==> src/rtl/rxring_pkg.sv <==
package rxring_pkg;
  // Ring configuration shared by all modules of the block
  parameter int RING_DEPTH = 8;
  parameter int FRAME_MAX  = 1518;
  parameter int FCS_BYTES  = 4;
  parameter int HDR_BYTES  = 14;

  localparam int IDX_W    = $clog2(RING_DEPTH);
  localparam int LEN_W    = $clog2(FRAME_MAX + 2);
  localparam int GOOD_MIN = FCS_BYTES + HDR_BYTES;

  typedef enum logic [1:0] {
    RX_IDLE = 2'd0,
    RX_TAKE = 2'd1,
    RX_DROP = 2'd2
  } rxState_e;

  typedef struct packed {
    logic             empty;
    logic             wrap;
    logic             last;
    logic             err;
    logic [LEN_W-1:0] len;
  } descEntry_t;

  // Strobes from control to the descriptor store
  typedef struct packed {
    logic             wbEn;
    logic [IDX_W-1:0] wbIdx;
    logic [LEN_W-1:0] wbLen;
    logic             wbErr;
  } wbStrobe_t;
endpackage

==> src/rtl/rxring_ctrl.sv <==
module rxring_ctrl
  import rxring_pkg::*;
(
  input  logic             clk,
  input  logic             rstN,
  input  logic             rxValid,
  input  logic             rxSof,
  input  logic             rxEof,
  input  logic             rxErr,
  input  logic             curEmpty,
  input  logic             curWrap,
  output logic [IDX_W-1:0] ringIdx,
  output logic             stall,
  output logic             rxDone,
  output logic             rxGood,
  output wbStrobe_t        wb
);
  localparam logic [IDX_W-1:0] LAST_IDX = IDX_W'(RING_DEPTH - 1);
  localparam logic [LEN_W-1:0] MAX_LEN  = LEN_W'(FRAME_MAX);
  localparam logic [LEN_W-1:0] MIN_GOOD = LEN_W'(GOOD_MIN);

  rxState_e         stateQ, nextState;
  logic [IDX_W-1:0] idxQ, nextIdx;
  logic [LEN_W-1:0] cntQ, nextCnt, cntInc;
  logic             errQ, nextErr;
  logic             stallQ, setStall;
  logic             doneQ, goodQ, goodNext;

  // Count saturates one above the limit so overflow stays visible
  assign cntInc = (cntQ > MAX_LEN) ? cntQ : cntQ + LEN_W'(1);

  always_comb begin
    wb        = '0;
    wb.wbIdx  = idxQ;
    nextState = stateQ;
    nextCnt   = cntQ;
    nextErr   = errQ;
    setStall  = 1'b0;
    if (rxValid) begin
      if (rxSof) begin
        if (curEmpty) begin
          if (rxEof) begin
            wb.wbEn   = 1'b1;
            wb.wbLen  = LEN_W'(1);
            wb.wbErr  = rxErr;
            nextState = RX_IDLE;
          end else begin
            nextState = RX_TAKE;
            nextCnt   = LEN_W'(1);
            nextErr   = rxErr;
          end
        end else begin
          setStall  = 1'b1;
          nextState = rxEof ? RX_IDLE : RX_DROP;
        end
      end else if (stateQ == RX_TAKE) begin
        if (rxEof) begin
          wb.wbEn   = 1'b1;
          wb.wbLen  = (cntInc > MAX_LEN) ? MAX_LEN : cntInc;
          wb.wbErr  = errQ | rxErr | (cntInc > MAX_LEN);
          nextState = RX_IDLE;
        end else begin
          nextCnt = cntInc;
          nextErr = errQ | rxErr;
        end
      end else if (stateQ == RX_DROP && rxEof) begin
        nextState = RX_IDLE;
      end
    end
  end

  assign nextIdx  = (curWrap || idxQ == LAST_IDX) ? '0 : idxQ + IDX_W'(1);
  assign goodNext = wb.wbEn && !wb.wbErr && (wb.wbLen > MIN_GOOD);

  always_ff @(posedge clk) begin
    if (!rstN) begin
      stateQ <= RX_IDLE;
      idxQ   <= '0;
      cntQ   <= '0;
      errQ   <= 1'b0;
      stallQ <= 1'b0;
      doneQ  <= 1'b0;
      goodQ  <= 1'b0;
    end else begin
      stateQ <= nextState;
      cntQ   <= nextCnt;
      errQ   <= nextErr;
      doneQ  <= wb.wbEn;
      goodQ  <= goodNext;
      if (wb.wbEn) idxQ <= nextIdx;
      if (setStall) stallQ <= 1'b1;
      else if (stallQ && curEmpty) stallQ <= 1'b0;
    end
  end

  assign ringIdx = idxQ;
  assign stall   = stallQ;
  assign rxDone  = doneQ;
  assign rxGood  = goodQ;

  AST_STALL_CAUSE: assert property (@(posedge clk) disable iff (!rstN)
    $rose(stallQ) |-> $past(rxValid && rxSof && !curEmpty));
  AST_IDX_MOVES_ON_WB: assert property (@(posedge clk) disable iff (!rstN)
    (idxQ != $past(idxQ)) |-> $past(wb.wbEn));
  AST_IDX_WRAP: assert property (@(posedge clk) disable iff (!rstN)
    (wb.wbEn && curWrap) |=> (idxQ == '0));
  AST_GOOD_WITH_DONE: assert property (@(posedge clk) disable iff (!rstN)
    goodQ |-> doneQ);
endmodule

==> src/rtl/rxring_dpath.sv <==
module rxring_dpath
  import rxring_pkg::*;
(
  input  logic             clk,
  input  logic             rstN,
  input  wbStrobe_t        wb,
  input  logic [IDX_W-1:0] curIdx,
  input  logic             swWrEn,
  input  logic [IDX_W-1:0] swIdx,
  input  logic             swEmpty,
  input  logic             swWrap,
  output logic             curEmpty,
  output logic             curWrap,
  output descEntry_t       swRd
);
  localparam logic [LEN_W-1:0] MAX_LEN = LEN_W'(FRAME_MAX);

  descEntry_t descQ [RING_DEPTH];

  for (genvar g = 0; g < RING_DEPTH; g++) begin : gSlot
    descEntry_t slotQ;
    logic       hwHit, swHit;
    assign hwHit = wb.wbEn && (wb.wbIdx == IDX_W'(g));
    assign swHit = swWrEn && (swIdx == IDX_W'(g));

    always_ff @(posedge clk) begin
      if (!rstN) begin
        slotQ.empty <= 1'b1;
        slotQ.wrap  <= (g == RING_DEPTH - 1);
        slotQ.last  <= 1'b0;
        slotQ.err   <= 1'b0;
        slotQ.len   <= '0;
      end else if (hwHit) begin
        // hardware write-back has priority over software
        slotQ.empty <= 1'b0;
        slotQ.last  <= 1'b1;
        slotQ.err   <= wb.wbErr;
        slotQ.len   <= wb.wbLen;
      end else if (swHit) begin
        slotQ.empty <= swEmpty;
        slotQ.wrap  <= swWrap;
        slotQ.last  <= 1'b0;
        slotQ.err   <= 1'b0;
        slotQ.len   <= '0;
      end
    end
    assign descQ[g] = slotQ;
  end

  assign curEmpty = descQ[curIdx].empty;
  assign curWrap  = descQ[curIdx].wrap;
  assign swRd     = descQ[swIdx];

  AST_WB_WINS: assert property (@(posedge clk) disable iff (!rstN)
    wb.wbEn |=> (!descQ[$past(wb.wbIdx)].empty && descQ[$past(wb.wbIdx)].last));
  AST_SW_CLEARS: assert property (@(posedge clk) disable iff (!rstN)
    (swWrEn && !(wb.wbEn && wb.wbIdx == swIdx)) |=> (descQ[$past(swIdx)].len == '0));
  AST_LEN_CAP: assert property (@(posedge clk) disable iff (!rstN)
    wb.wbEn |-> (wb.wbLen <= MAX_LEN && wb.wbLen != '0));
endmodule

==> src/rtl/rxdesc_ring.sv <==
module rxdesc_ring
  import rxring_pkg::*;
(
  input  logic             clk,
  input  logic             rstN,
  input  logic             rxValid,
  input  logic             rxSof,
  input  logic             rxEof,
  input  logic             rxErr,
  input  logic             swWrEn,
  input  logic [IDX_W-1:0] swIdx,
  input  logic             swEmpty,
  input  logic             swWrap,
  output logic             swRdEmpty,
  output logic             swRdWrap,
  output logic             swRdLast,
  output logic             swRdErr,
  output logic [LEN_W-1:0] swRdLen,
  output logic [IDX_W-1:0] ringIdx,
  output logic             stall,
  output logic             rxDone,
  output logic             rxGood
);
  wbStrobe_t  wb;
  descEntry_t swRd;
  logic       curEmpty, curWrap;

  rxring_ctrl uCtrl (
    .clk(clk), .rstN(rstN),
    .rxValid(rxValid), .rxSof(rxSof), .rxEof(rxEof), .rxErr(rxErr),
    .curEmpty(curEmpty), .curWrap(curWrap),
    .ringIdx(ringIdx), .stall(stall), .rxDone(rxDone), .rxGood(rxGood),
    .wb(wb)
  );

  rxring_dpath uDpath (
    .clk(clk), .rstN(rstN), .wb(wb), .curIdx(ringIdx),
    .swWrEn(swWrEn), .swIdx(swIdx), .swEmpty(swEmpty), .swWrap(swWrap),
    .curEmpty(curEmpty), .curWrap(curWrap), .swRd(swRd)
  );

  assign swRdEmpty = swRd.empty;
  assign swRdWrap  = swRd.wrap;
  assign swRdLast  = swRd.last;
  assign swRdErr   = swRd.err;
  assign swRdLen   = swRd.len;
endmodule

==> config.mk <==
export PLATFORM = sky130hd
export DESIGN_NAME = rxdesc_ring
export DESIGN_NICKNAME = d
export VERILOG_FILES = /design/src/rtl/rxring_pkg.sv /design/src/rtl/rxring_ctrl.sv /design/src/rtl/rxring_dpath.sv /design/src/rtl/rxdesc_ring.sv
export SDC_FILE = /design/constraint.sdc
export NUM_CORES = 1
export LEC_CHECK = 0
export CAP_MARGIN = 40
export CORE_MARGIN = 8
export CORE_UTILIZATION = 42
export DETAILED_ROUTE_END_ITERATION = 10
export PLACE_DENSITY = 0.63
export SLEW_MARGIN = 5
export SYNTH_ARGS = -nofsm -noshare
export SYNTH_HDL_FRONTEND = slang
export SYNTH_SLANG_ARGS = --single-unit
==> constraint.sdc <==
create_clock -name clk -period 3.61 [get_ports clk]
set_input_delay 0.9025 -clock clk [delete_from_list [all_inputs] [get_ports clk]]
set_output_delay 0.9025 -clock clk [all_outputs]
set_load 0.02 [all_outputs]
======== After elaboration in Yosys (flattened, before gate mapping) ========
Cells that the tools add are included.
word-level totals
  word-level logic and storage cells ...... 196
  bits in registers ....................... 140
operators by class
  $lt $le $gt $ge ......................... 5
  muxes and demuxes ....................... 66
  eq/ne operators ......................... 18
  $add $sub $neg .......................... 2
  reductions and logical operators ........ 45
  bitwise gates (word level) .............. 13
operators by type and width
  operator                                                  number
  2-to-1 mux 15 bit                                         12
  2-to-1 mux 13 bit                                         8
  binary-select mux 15 bit (select 3 bit)                   2
  2-to-1 mux 11 bit                                         7
  2-to-1 mux 12 bit                                         5
  equality test 3 bit, second input constant                8
  2-to-1 mux 1 bit                                          24
  > comparator 11 bit, second input constant                2
  logical AND 1 bit                                         20
  nonzero test 2 bit                                        10
  AND reduction 2 bit                                       8
  2-to-1 mux 2 bit                                          7
  equality test 3 x 2 -> 1 bit, second input constant       4
  adder 11 x 1 -> 11 bit, second input constant             1
  > comparator 11 x 5 -> 1 bit, second input constant       1
  inverter 1 bit                                            9
  greater-or-equal comparator 4 bit, second input constant  2
  inverter 3 -> 4 bit                                       2
  equality test 3 x 1 -> 1 bit, second input constant       2
  logical NOT 3 bit                                         2
  AND reduction 4 bit                                       1
  adder 3 x 1 -> 3 bit, second input constant               1
  2-to-1 mux 3 bit                                          1
  != test 3 bit, second input constant                      1
  other kinds (8)                                           9

======== Logic depth before layout (Yosys ltp) ========
Gate-level depths: netlist of the first run.
  word-level depth ........................ 11
  gate-level depth with buffers ........... 12

======== Cells and area by module ========
A second synthesis of the first run with hierarchy kept.
unflattened totals
  cell total of the unflattened synthesis .. 746
  area total of the unflattened synthesis .. 7095.6 µm²
by module, submodules not included
  module        instances  cells each  area an instance (µm²)
  rxring_dpath  1          518         5330.1
  rxring_ctrl   1          228         1765.4

======== Worst setup path before layout of the first run ========
Ideal clock, no wire load.
  path kind ............................... input port to output port
  from .................................... in swIdx[0]
  to ...................................... out swRdLen[2]
  arrival time ............................ 2.687 ns
  setup slack ............................. 0.020 ns
  stages on the path ...................... 5
  buffers on the path ..................... 3
  path through ............................ clkbuf_1 > buf_1 > clkbuf_1 > mux4_2 > mux2_2
between the ends
  cells in the longest elaborated chain, start to end .. 4
RTL lines
  element                                                line                source
  from (decl)                                            rxdesc_ring.sv:11   input logic [IDX_W-1:0] swIdx,
  inverter 3 -> 4 bit (implied by the code)              rxring_dpath.sv:52  assign swRd = descQ[swIdx];
  binary-select mux 15 bit (select 3 bit)                rxring_dpath.sv:52
  2-to-1 mux 15 bit (implied by the code) (2 in series)  rxring_dpath.sv:52
  to (decl)                                              rxdesc_ring.sv:18   output logic [LEN_W-1:0] swRdLen,
Every way passes these cells. The select of a mux whose other input is x is not followed.

======== Worst setup path in the final report of the first run ========
  from .................................... in swIdx[1]
  to ...................................... out swRdLen[3]
The elaborated chain is that of the path after synthesis.

==> key figures, run 1 <==
Clocking
  – Clk sinks: 140
  – Hold-fix buffers at CTS: 0
  – Clock Path Buffers: 2
  – Post-cts sizing count: 0
  – Worst-path clk slew: 0.06 ns
  – Worst skew pair latency: ~0.43 ns
  – CTS buffer count: 17
  – Setup bufs post-CTS: 0
  – Clock root cell: clkbuf_16
  – H-tree level count: 4
  – TritonCTS clock tree: yes

Pwr
  – Combinational share of power: under 10%
  – Sw Ratio: about a fifth
  – P_sw: between 0.7 and 0.8 mW
  – Seq pwr share: approximately 41%
  – LEAKAGE: a little over 3 nW
  – PD cells: 451.1 nW/um^2
  – Maximum VDD drop: between 0.3 and 0.4 mV
  – Clock power frac: 54.2%
  – Pint: 3.055 mW

Timing
  – Least-Margin Pin Slew: between 0.8 and 0.9 ns
  – Fmax: between 200 and 300 MHz
  – Setup violators final: 0
  – Minimum clock period: about 3.5 ns
  – Final critical-path share of the clock period: 97.27%
  – Max-slew headroom: between 40% and 50%
  – Slew Viols, Final: 0
  – Fin Setup TNS: 0 ns
  – Hold Vio Cnt, Final: 0
  – Unrepaired setup endpoints after global routing: false
  – Clk_skew: about 0.013 ns

Synthesis
  – Post-synthesis xor/xnor area fraction: about 1.1%
  – Post-Synth Adder-Cell Area: approximately 1.5%
  – Largest family of logic cells by synthesized area: simple AND/OR/NAND/NOR gates
  – Total number of yosys warnings: 0
  – Top_reg_cell synth: dfxtp_1
  – Count leader, synth: dfxtp_1
  – Post-synthesis compound-gate area fraction: 13.79%
  – Top cells by count, synth: dfxtp_1 (140), o21ai_0 (103), nand3_1 (96)
  – Seq/Total Area, Yosys: about 38%
  – Post-Syn Nets: 820
  – Leading area contributor after synthesis: dfxtp_1
  – Synthesized cell area: 7392 sq um
  – Simple-Gate Fraction of Synth Area: 24.44%
  – EDFF count, synth: 0
  – Synth top area share: between 30% and 40%
  – Yosys reg bits: 140
  – Synth cell types: 59
  – Async set-reset flop share out of synthesis: 0%
  – Largest cells by area after synthesis: dfxtp_1 (38%), mux4_2 (10%), o21ai_0 (7.0%)
  – Mux cell area share after synthesis: 15.10%
  – Syn avg cell area: 9.240 sq um
  – Gate Count Post-Synth: 800

Route
  – Final wirelength: about 20,000 um
  – Routed vias: slightly below 6,000
  – Drt via density: 5.668
  – Drt first pass iters: 5
  – Drt drc: 0
  – Final ANT Viol Nets: 0
  – Initial drt markers: roughly 390
  – Post-DR wirelength/cell: between 15 and 20 um

Global route
  – First-pass GRT wire length: between 30,000 and 40,000 um
  – Initial antenna violation count: 0
  – Pin count of the biggest net entering global routing: 52
  – GR Overflow Total: 0
  – GRT Resource Usage Total: 18.68%
  – Vias in the first global route: 5,811

Cells and area
  – Reg area: about 2800 sq um
  – Layout cells sized above 1: between 10% and 20%
  – Area of the multi-input gates: 4131 sq um
  – Inserted Diodes: 0
  – # nets final: 830
  – P&R area growth vs syn: 15.52%
  – Layout fillers: around 1,600
  – Fin area: 8539 sq um

Worst setup path
  – Arrival @ worst endpoint: between 2 and 3 ns
  – Crit-path cells: buf_2 > buf_4 > mux4_2 > mux2_2 > clkdlybuf4s50_1
  – CP max stage cell: clkdlybuf4s50_1
  – Worst Path Required: 2.71 ns
  – Worst path bufs/invs: 3
  – CP peak stage delay: roughly 0.55 ns
  – Crit start category: input port
  – Critical path class: in -> out
  – CP Max Fanout: 7
  – Worst path top cell family by delay: buffers and inverters
  – CP endpoint kind: output port

Place
  – Placer Congestion: 0.8536
  – Placed Instance Area: roughly 7800 sq um
  – HPWL after DPL: about 13,000 um
  – PortBufs: 32

Floorplanning
  – Boundary pin count: 33
  – Core area: roughly 17,000 sq um
  – Initial Util: about 43%
  – Die Width: 148.7 um
  – Die height: 148.7 um
  – Die area: between 20,000 and 25,000 sq um
  – Rows: 48

Outcome
  – Outcome: complete, no violations

Job
  – Max-cap violations: 0

Hold path
  – HP Class: reg -> reg
flip-flops by register name, summed over array words and instances, names as in the netlist:
| signal | count |
|---|---|
| uCtrl.cntQ | 11 |
| uCtrl.errQ | 1 |
| uCtrl.ringIdx | 3 |
| uCtrl.rxDone | 1 |
| uCtrl.rxGood | 1 |
| uCtrl.stall | 1 |
| uCtrl.stateQ | 2 |
| uDpath.descQ | 120 |
path summary, 6_finish.rpt:
kind | startpoint | endpoint | slack, ns | cells past startpoint
max reg2reg | uCtrl.cntQ[0] | uDpath.descQ[32] | 0.69 | 9
min | uDpath.descQ[12] | uDpath.descQ[12] | 0.46 | 2
min reg2reg | uDpath.descQ[12] | uDpath.descQ[12] | 0.46 | 2
max | swIdx[1] | swRdLen[3] | 0.1 | 5
area by class of cell:
class	count	area share, %
Clock buffer	21	5.509
Clock inverter	11	2.769
Inverter	11	0.4835
Multi-Input combinational cell	577	48.38
Sequential cell	140	32.82
Tap cell	225	3.297
Timing Repair Buffer	63	6.740
placed cells by master, fill, tap and decap left out, drive strengths merged, types with 15 or more instances in the layout:
cell           instances
and2                  71
nor2b                 22
mux2                  16
a21boi                26
dfxtp                140
nor2                  15
nand3                102
mux2i                 17
o21ai                106
clkbuf                21
mux4                  34
nand2                 56
nand4                 21
buf                   34
clkdlybuf4s50         29
metrics by stage:
stage                     hold slack (ns)  total power, mW  cells  setup slack, ns  utilization, %
after floorplan                    0.4402            1.728    800          0.02048               -
after global placement             0.4537            1.794   1015           0.1229           45.41
after detailed placement           0.4573            1.795   1016           0.1021           45.44
after CTS                          0.4646            3.882   1048          0.09153           49.54
after global routing               0.4794            3.970   1048          0.04351           49.54
final                              0.4626            3.852   1048          0.09849           49.54
power by group through the flow:
stage,sequential [mW],clock [mW],combinational [mW]
finish,1.56,2.09,0.200
global route,1.56,2.19,0.215
CTS,1.56,2.12,0.200
detailed placement,1.60,0,0.199
global placement,1.60,0,0.197
floorplan,1.59,0,0.134
routing by layer:
layer / vias to the layer above / GRT usage (%) / wire, um / part of all wire [%]
met5: - / 0 / 0 / 0
met4: 0 / 7.802 / 550 / 2.8
met3: 43 / 4.527 / 1081 / 5.5
met2: 169 / 30.11 / 9310 / 47
met1: 2836 / 23.39 / 8864 / 45
li1: 2892 / - / - / -
tightest hold or removal path: cells and delay by family (launching register included):
family | cells | cell delay [ns]
flip-flops | 1 | 0.31
AO/OA/AOI/OAI | 1 | 0.06
AND/OR/NAND/NOR | 1 | 0.05
cell families after synthesis:
logic type / after synthesis
fa+ha+maj: 9
flops: 140
xor+xnor: 9
compound gates: 171
buf+inv: 83
simple gates: 321
mux: 67
No activity file was read; power rests on OpenSTA's default activity.
==> run 2: changes to the inputs <==
PLACE_DENSITY = 0.61   (was 0.63)
clock period = 4 ns   (was 3.61 ns; I/O delays follow)
==> key figures, run 2 (synthesis results as in run 1) <==
Place
  – Placer Congestion: slightly above 0.9
  – HPWL after DPL: 12,840 um
  – PortBufs: 32
  – Placed Instance Area: 7725 sq um
  – Worst slack at placement: 0.2492 ns

Worst setup path
  – CP Max Fanout: 35
  – Reg2reg path depth: 9
  – CP max stage cell: clkdlybuf4s50_1
  – CP peak stage delay: between 0.5 and 0.6 ns
  – Crit start category: input port
  – Critical path class: in -> out
  – Crit-path cells: buf_2 > buf_12 > mux4_2 > mux2_2 > clkdlybuf4s50_1
  – Arrival @ worst endpoint: 2.76 ns
  – Worst Path Required: 3.00 ns
  – CP endpoint kind: output port

Clocking
  – CTS buffer count: 17
  – Setup bufs post-CTS: 0
  – Clock root cell: clkbuf_16
  – Worst-path clk slew: around 0.050 ns
  – Clock Path Buffers: 2
  – H-tree level count: 4
  – Hold-fix buffers at CTS: 0
  – Post-cts sizing count: 0
  – TritonCTS clock tree: yes
  – Clk sinks: between 100 and 150
  – Worst skew pair latency: between 0.4 and 0.5 ns

Global route
  – GRT Resource Usage Total: between 10% and 20%
  – Vias in the first global route: 5,855
  – Pin count of the biggest net entering global routing: about 120
  – First-pass GRT wire length: approximately 32,000 um
  – Initial antenna violation count: 0
  – GR Overflow Total: 0

Pwr
  – Maximum VDD drop: a little over 0.3 mV
  – LEAKAGE: slightly below 3 nW
  – PD cells: around 360 nW/um^2

Route
  – Drt first pass iters: 5
  – Routed vias: 6,060
  – Drt via density: between 5 and 6
  – Routed wl met2: roughly 9700 um
  – Initial drt markers: 492
  – Top sig layer: met4
  – Drt drc: 0
  – Met1 wire length: 8825 um
  – Met3 wire length: about 1200 um
  – Post-DR wirelength/cell: ~19 um
  – Final wirelength: roughly 20,000 um
  – Final ANT Viol Nets: 0

Timing
  – Hold Vio Cnt, Final: 0
  – Slew Viols, Final: 0
  – Minimum clock period: 3.757 ns
  – Fin Setup TNS: 0 ns
  – Least-Margin Pin Slew: between 0.8 and 0.9 ns
  – Setup violators final: 0
  – Final Worst Setup Slack: ~0.24 ns
  – Clk_skew: ~0.008 ns
  – Max-slew headroom: roughly 41%
  – Fmax: ~270 MHz
  – Unrepaired setup endpoints after global routing: false
  – Final critical-path share of the clock period: 93.93%

Job
  – Max-cap violations: 0

Hold path
  – Hold path depth: 2
  – HP Class: reg -> reg

Outcome
  – Outcome: complete, no violations

Cells and area
  – Max FFs per register: 120
  – Layout cells sized above 1: roughly 14%
  – Area of the multi-input gates: roughly 4100 sq um
  – Inserted Diodes: 0
  – Layout fillers: roughly 1,600
  – # nets final: 813
  – P&R area growth vs syn: 11.46%
  – Fin area: between 8000 and 9000 sq um
  – Most common cell after layout, fill and taps aside: dfxtp_1
  – Commonest non-fill, non-tap cells in the layout: dfxtp_1 (140), o21ai_0 (103), nand3_1 (96)
  – Reg area: between 2000 and 3000 sq um

Floorplanning
  – Rows: 48
  – Initial Util: between 40% and 50%
  – Die area: 22,100 sq um
  – Boundary pin count: 33
  – Core area: ~17,000 sq um
  – Die Width: roughly 150 um
  – Die height: 148.7 um
run 2: cell types whose count changed in the layout (fill, tap and decap cells not counted), sizes merged:
cell,previous run,this run
bufinv,7,1
clkbuf,21,20
clkinv,4,9
buf,34,17
run 2: final cells by class:
class | count | area share (%)
clock buffer | 20 | 5.300
multi-input combinational | 577 | 50.14
clock inverter | 10 | 0.9415
sequential | 140 | 34.02
inverter | 11 | 0.5011
tap | 225 | 3.417
timing repair buffer | 46 | 5.680
run 2: through the flow:
step                hold WS, ns  power [mW]  util [%]  cells
detailed placement       0.4589       1.616     44.82    999
global route             0.4876       3.105     47.80   1029
finish                   0.4660       3.003     47.80   1029
CTS                      0.4665       3.020     47.80   1029
floorplan                0.4402       1.559         -    800
global placement         0.4531       1.610     44.66    998
run 2: critical path, delay by kind of cell:
kind	cells	cell delay (ns)
buffers and inverters	3	0.90
muxes	2	0.85
run 2: final timing paths:
path	startpoint	endpoint	slack [ns]
min	uDpath.descQ[61]	uDpath.descQ[61]	0.47
max	swIdx[0]	swRdLen[4]	0.24
max reg2reg	uCtrl.ringIdx[0]	uDpath.descQ[95]	0.99
min reg2reg	uDpath.descQ[61]	uDpath.descQ[61]	0.47
run 2: power by group:
| part | internal [mW] | switching [mW] | total [mW] |
|---|---|---|---|
| registers | 1.40 | 0.00927 | 1.41 |
| clock network | 0.836 | 0.581 | 1.42 |
| logic | 0.0692 | 0.105 | 0.174 |
run 2: layer usage:
| layer | global-route usage (%) | vias up |
|---|---|---|
| li1 | - | 2854 |
| met1 | 24.05 | 2994 |
| met2 | 30.14 | 187 |
| met3 | 3.920 | 25 |
| met4 | 6.731 | 0 |
| met5 | 0 | - |
==> run 3: changes to the inputs <==
CAP_MARGIN = 20   (was 40)
==> key figures, run 3 (synthesis results as in run 1) <==
Place
  – HPWL after DPL: between 10,000 and 15,000 um
  – Placer Congestion: between 0.9 and 1
  – Placed Instances: ~1,000
  – PortBufs: 32

Clocking
  – Hold-fix buffers at CTS: 0
  – Post-cts sizing count: 0
  – TritonCTS clock tree: yes
  – Clock root cell: clkbuf_16
  – Clock Path Buffers: 2
  – Worst skew pair latency: ~0.42 ns
  – Clk sinks: 140
  – Worst-path clk slew: roughly 0.060 ns
  – CTS buffer count: 17
  – H-tree level count: 4
  – Setup bufs post-CTS: 0

Global route
  – First-pass GRT wire length: ~32,000 um
  – Vias in the first global route: roughly 6,000
  – GR Overflow Total: 0
  – GRT Resource Usage Total: between 15 and 20%
  – Initial antenna violation count: 0
  – Pin count of the biggest net entering global routing: between 100 and 150

Route
  – Routed vias: 6,112
  – Drt via density: 5.934
  – Post-DR wirelength/cell: 19.68 um
  – Initial drt markers: between 400 and 500
  – Final wirelength: about 20,000 um
  – Drt first pass iters: 5
  – Drt drc: 0
  – Final ANT Viol Nets: 0

Cells and area
  – P&R area growth vs syn: 13.37%
  – Max FFs per register: 120
  – # nets final: 812
  – Commonest non-fill, non-tap cells in the layout: dfxtp_1 (140), o21ai_0 (103), nand3_1 (96)
  – Layout cells sized above 1: between 10 and 15%
  – Layout fillers: between 1,500 and 2,000
  – Most common cell after layout, fill and taps aside: dfxtp_1
  – Final Non-Filler Cells: 1,030
  – Inserted Diodes: 0

Floorplanning
  – Initial Util: 42.89%
  – Die Width: about 150 um
  – Die area: roughly 22,000 sq um
  – Core area: ~17,000 sq um
  – Rows: between 40 and 50
  – Die height: 148.7 um
  – Boundary pin count: 33

Worst setup path
  – Worst Setup SP: swIdx[0]
  – Reg2Reg Setup Slack: roughly 0.98 ns
  – FF-to-FF End: uDpath.descQ[116]
  – Critical path class: in -> out
  – Crit Reg-Reg Startpoint: uCtrl.cntQ[1]
  – Crit-path cells: buf_2 > buf_12 > mux4_2 > mux2_2 > clkdlybuf4s50_1
  – Worst Path Required: approximately 3 ns
  – CP endpoint kind: output port
  – CP peak stage delay: ~0.55 ns
  – Critical Path Sink: swRdLen[0]
  – CP max stage cell: clkdlybuf4s50_1
  – Arrival @ worst endpoint: roughly 2.8 ns
  – CP Max Fanout: 35
  – Crit start category: input port
  – Reg2reg path depth: 9

Pwr
  – PD cells: 405.3 nW/um^2
  – Maximum VDD drop: 0.3197 mV
  – LEAKAGE: about 3.0 nW

Timing
  – Fin Setup TNS: 0 ns
  – Setup violators final: 0
  – Final critical-path share of the clock period: ~94%
  – Slew Viols, Final: 0
  – Clk_skew: 0.007032 ns
  – Max-slew headroom: roughly a third
  – Least-Margin Pin Slew: about 1 ns
  – Hold Vio Cnt, Final: 0
  – Fmax: about 270 MHz
  – Minimum clock period: approximately 3.8 ns
  – Unrepaired setup endpoints after global routing: false

Hold path
  – HP Class: reg -> reg

Job
  – Max-cap violations: 0

Outcome
  – Outcome: complete, no violations
[run 3: per-layer routing]
metal,track usage [%],vias up,routed length [um]
li1,-,2855,-
met1,23.38,3027,9051
met2,30.34,195,9661
met3,3.737,35,1188
met4,6.731,0,368
met5,0,-,0
[run 3: worst min path at each step]
stage	end	depth (start not counted)	slack [ns]	start
floorplan	uDpath.descQ[102]	2	0.44	uDpath.descQ[102]
global placement	uDpath.descQ[84]	2	0.45	uDpath.descQ[84]
detailed placement	uDpath.descQ[102]	2	0.46	uDpath.descQ[102]
CTS	uDpath.descQ[102]	2	0.47	uDpath.descQ[102]
global route	uDpath.descQ[102]	2	0.49	uDpath.descQ[102]
finish	uDpath.descQ[102]	2	0.47	uDpath.descQ[102]
[run 3: layout make-up]
cell class / count / area [sq um] / share of cell area, %
Sequential cell: 140 / 2803 / 33.44
Clock inverter: 11 / 212.7 / 2.538
Inverter: 11 / 41.29 / 0.4927
Clock buffer: 21 / 470.5 / 5.614
Timing Repair Buffer: 45 / 440.4 / 5.255
Multi-Input combinational cell: 577 / 4131 / 49.30
Tap cell: 225 / 281.5 / 3.359
[run 3: through the flow]
step	total power, mW	hold WS, ns	area (sq um)	util (%)	setup WS [ns]
2_1_floorplan	1.559	0.4402	7392	-	0.2155
3_3_place_gp	1.610	0.4531	7697	44.66	0.2539
3_5_place_dp	1.613	0.4593	7697	44.66	0.2478
4_1_cts	3.418	0.4672	8381	48.62	0.2482
5_1_grt	3.503	0.4905	8381	48.62	0.1770
6_report	3.397	0.4654	8381	48.62	0.2321
[run 3: where the power goes]
part	internal (mW)	switching [mW]
Combinational	0.0668	0.105
Sequential	1.40	0.00906
Clock	1.22	0.596
Total	2.69	0.710
[run 3: critical path, delay by kind of cell]
| family | cells | cell delay, ns |
|---|---|---|
| buffers and inverters | 3 | 0.90 |
| muxes | 2 | 0.85 |
